--- src/rtl/scan_hold_chain.sv ---
module scan_hold_chain #(
  parameter int N = 8
) (
  input  logic         clk,
  input  logic         rst,
  input  logic         tc,
  input  logic         hold,
  input  logic         si,
  input  logic [N-1:0] d,
  output logic [N-1:0] q,
  output logic         so
);

  logic [N-1:0] st;
  logic [N-1:0] st_nxt;
  logic [N-1:0] q_r;

  for (genvar i = 0; i < N; i++) begin : g_stage
    logic sd;
    if (i == 0) begin : g_head
      assign sd = si;
    end else begin : g_link
      assign sd = st[i-1];
    end
    assign st_nxt[i] = tc ? sd : d[i];
  end

  always_ff @(posedge clk) begin
    if (rst) begin
      st  <= '0;
      q_r <= '0;
    end else begin
      st <= st_nxt;
      if (!hold) q_r <= st_nxt;
    end
  end

  assign q  = q_r;
  assign so = st[N-1];

endmodule

--- config.mk ---
export PLATFORM = sky130hd
export DESIGN_NAME = scan_hold_chain
export DESIGN_NICKNAME = d
export VERILOG_FILES = /design/src/rtl/scan_hold_chain.sv
export SDC_FILE = /design/constraint.sdc
export NUM_CORES = 1
export LEC_CHECK = 0
export ABC_CLOCK_PERIOD_IN_PS = 1100
export CAP_MARGIN = 20
export CELL_PAD_IN_SITES_DETAIL_PLACEMENT = 0
export CELL_PAD_IN_SITES_GLOBAL_PLACEMENT = 1
export CORE_MARGIN = 2
export CORE_UTILIZATION = 30
export DETAILED_ROUTE_END_ITERATION = 8
export PLACE_DENSITY_LB_ADDON = 0.1
export SLEW_MARGIN = 20
export SYNTH_ARGS = -nofsm -noshare
export SYNTH_HDL_FRONTEND = slang
export SYNTH_SLANG_ARGS = --single-unit
--- constraint.sdc ---
create_clock -name clk -period 1.1 [get_ports clk]
set_clock_uncertainty 0.15 [all_clocks]
set_input_delay 0.22 -clock clk [delete_from_list [all_inputs] [get_ports clk]]
set_output_delay 0.22 -clock clk [all_outputs]
set_load 0.02 [all_outputs]
; Word-level counts from Yosys, hierarchy flattened
; Cells that the tools add are included.
[classes]
addsub = 0
multipliers = 0
n_div = 0
magnitude_cmp = 0
eq_ne = 0
shifts = 0
n_mux = 8
n_bitwise = 0
reduce_logical = 0
[ops]
columns = op, count
row1 = 1-bit 2-to-1 mux, 8
[totals]
reg_bits = 16
latch_bits = 0
ramBits = 0
mem_bits_ro = 0
out_inout_bits = 9
memories = 0

; Logic depth before layout (Yosys ltp)
[logic_depth]
depth_word = 1
ltp_mapped = 3

; Worst setup path before layout
; OpenSTA, ideal clock, no wires.
[synth_timing]
path_type = in2reg
startpoint = input port rst
endpoint = register q_r[4] (netlist: q[4])
arrival_time_ns = 0.669
required_time_ns = 0.825
setup_slack_ns = 0.155
path_stages = 3
n_path_buf = 2
cell_sequence = clkbuf_1 > buf_2 > a211oi_1
[synth_lines]
columns = item, line_no
row1 = start: declaration, 5  ; input logic rst,
row2 = end signal: assignment, 34  ; if (!hold) q_r <= st_nxt;
row3 = end: declaration, 16  ; logic [N-1:0] q_r;
; No word-level cell between the ends.

; Worst setup path after layout
[layout_timing]
startpoint = register q_r[2] (netlist: q[2])
endpoint = output port q[2]
[layout_lines]
columns = item, line_no
row1 = end: declaration, 10  ; output logic [N-1:0] q,
; No word-level cell between the ends.

==> impl_metrics.json <==
{
  "synth_area_leaders": "dfxtp_1, mux2i_1, a211oi_1",
  "drv_cap": 0,
  "hold_viol_final": 0,
  "remaining_drc_errors": 0,
  "fin_crit_sh_pct": 101,
  "rows": 15,
  "n_antenna_cell": 0,
  "final_common_cell": "buf_6",
  "synthDistinctLibCells": 9,
  "cp.arrival_ps": 750,
  "nets": 100,
  "antenna_left": 0,
  "startpoint_type": "flop",
  "grt_max_degree": 10,
  "synth_top_area_cell": "dfxtp_1",
  "syn_area_per_cell_sq_um": 10.9,
  "vias": 488,
  "cts_max_path_buffers": 2,
  "drtIter0Drc": 5,
  "dieWidth_um": 47.4,
  "syn_inst": 52,
  "ys_warn_count": 0,
  "core_area_sq_um": 1750,
  "p_per_area_nw_per_um2": 1340,
  "antenna_found_initial": 0,
  "path_buf_inv": 1,
  "clk_pin_slew_worst_paths_ps": 90,
  "cts_tree": "built",
  "dpl_cell_area_sq_um": 846,
  "io_pins": 22,
  "wl_um": 1170,
  "hold_slack_ps": 349,
  "numCtsBuffers": 3,
  "io_buffers": 21,
  "clock-root-buffer": "clkbuf_4",
  "critical_path_class": "reg -> out",
  "ys_seq_elements": 16,
  "area_delta_synth_final_pct": 68.5,
  "tns_ps": -55.4,
  "cts_num_sinks": 16,
  "synth.top_cell.area_share_pct": 56.8,
  "synth_area_sq_um": 564,
  "layout_setup_ws_ps": -15.5,
  "status": "finished with violations",
  "grt_overflow": 0,
  "critPathTopFamily": "flip-flops",
  "worst_pin_slew_ps": 263,
  "finalPower_mw": 1.27,
  "synthesis.nets": 65,
  "fmax_ghz": 0.896,
  "final_cell_mix": "buf_6, clkdlybuf4s50_1, buf_4",
  "hold_class": "reg -> reg",
  "cp_slowest_cell": "dfxtp_2",
  "die_y_um": 47.4,
  "start_util_pct": 32.3,
  "violations": "setup timing",
  "htree_levels": 1,
  "final-setup-viol-count": 8,
  "finalCriticalPeriod_ps": 1120,
  "grt_usage_pct": 12.4,
  "p_leak_nw": 0.415,
  "critical_path.max_fanout": 2,
  "post-dp-hpwl_um": 876,
  "drive_above_1_share_pct": 44.2,
  "via_per_inst": 4.40,
  "first_pass_iters": 3,
  "wl_per_cell_um": 10.5,
  "slew_viol_final": 0,
  "clk_latency_ps": 280,
  "yosysSeqAreaShare_pct": 56.8,
  "grt_pass1_wl_um": 1870,
  "cpPeakStageDelay_ps": 350,
  "ir_worst_vdd_v": 0.000613,
  "rsz0062_at_grt": "yes",
  "cp_cell_sequence": "buf_6",
  "cp-end-kind": "output port",
  "cp_data_required_time_ps": 730,
  "slew_headroom_pct": 82.5,
  "grt_pass1_vias": 434,
  "place_congestion": 0.739,
  "design_area_sq_um": 951,
  "dieArea_sq_um": 2240
}
[power breakdown]
| part | internal (mW) | switching [mW] | total, mW |
|---|---|---|---|
| Combinational | 0.149 | 0.101 | 0.250 |
| Clock | 0.201 | 0.181 | 0.382 |
| Sequential | 0.622 | 0.0196 | 0.642 |
[cell families (layout without fill, tap and decap cells)]
family / after synthesis / after routing / synth area share (%)
compound gates: 8 / 8 / 10.6
buf+inv: 4 / 38 / 4.21
flops: 16 / 16 / 56.8
mux: 8 / 8 / 14.2
simple gates: 16 / 16 / 14.2
[worst min-delay path, stage by stage, from the launching register on]
cell,delay [ps]
dfxtp_1,320
mux2i_1,80
nor2_1,80
[final timing paths]
kind / from / end / slack, ps / depth (start not counted)
setup reg to reg: q[6]$_SDFFE_PP0N_ / q[6]$_SDFFE_PP0N_ / 120 / 4
hold reg to reg: st[4]$_SDFF_PP0_ / st[5]$_SDFF_PP0_ / 350 / 2
setup / recovery: q[2]$_SDFFE_PP0N_ / q[2] / -20 / 1
hold / removal: st[4]$_SDFF_PP0_ / st[5]$_SDFF_PP0_ / 350 / 2
[through the flow]
stage          instances  util, %  setup slack (ps)
3_5_place_dp         103     48.5              -398
3_3_place_gp         103     48.5              -400
2_1_floorplan         52        -               155
6_report             111     54.5             -15.5
5_1_grt              111     54.5             -68.0
4_1_cts              110     54.1             -31.4
[cells in the mapped netlist]
master,number
dfxtp_1,16
buf_6,1
clkbuf_1,1
mux2i_1,8
nor2_1,8
a211oi_1,8
buf_2,1
inv_2,1
nor2b_1,8
[cell type report]
class,instances,area [sq um]
fill,171,795
inverter,1,3.75
multi-input combinational,32,231
timing repair buffer,33,317
clock buffer,4,36.3
sequential,16,332
tap,25,31.3
[per-layer routing]
layer | vias to the layer above | global-route usage (%) | wire, um
li1 | 246 | - | -
met1 | 228 | 16.4 | 520
met2 | 14 | 17.6 | 569
met3 | 0 | 3.46 | 78
met4 | 0 | 8.33 | 0
met5 | - | 0 | 0
[sequential cells by signal, summed over array words and instances (netlist names)]
signal	cells
q	8
st	8
[timing repair]
item / 4_1_cts / 5_1_grt
endpoints found under the setup margin: 24 / 9
hold buffers: 0 / 0
gates resized for setup: 70 / 0
buffers inserted: 3 / 1
No activity file was read; power rests on OpenSTA's default activity.
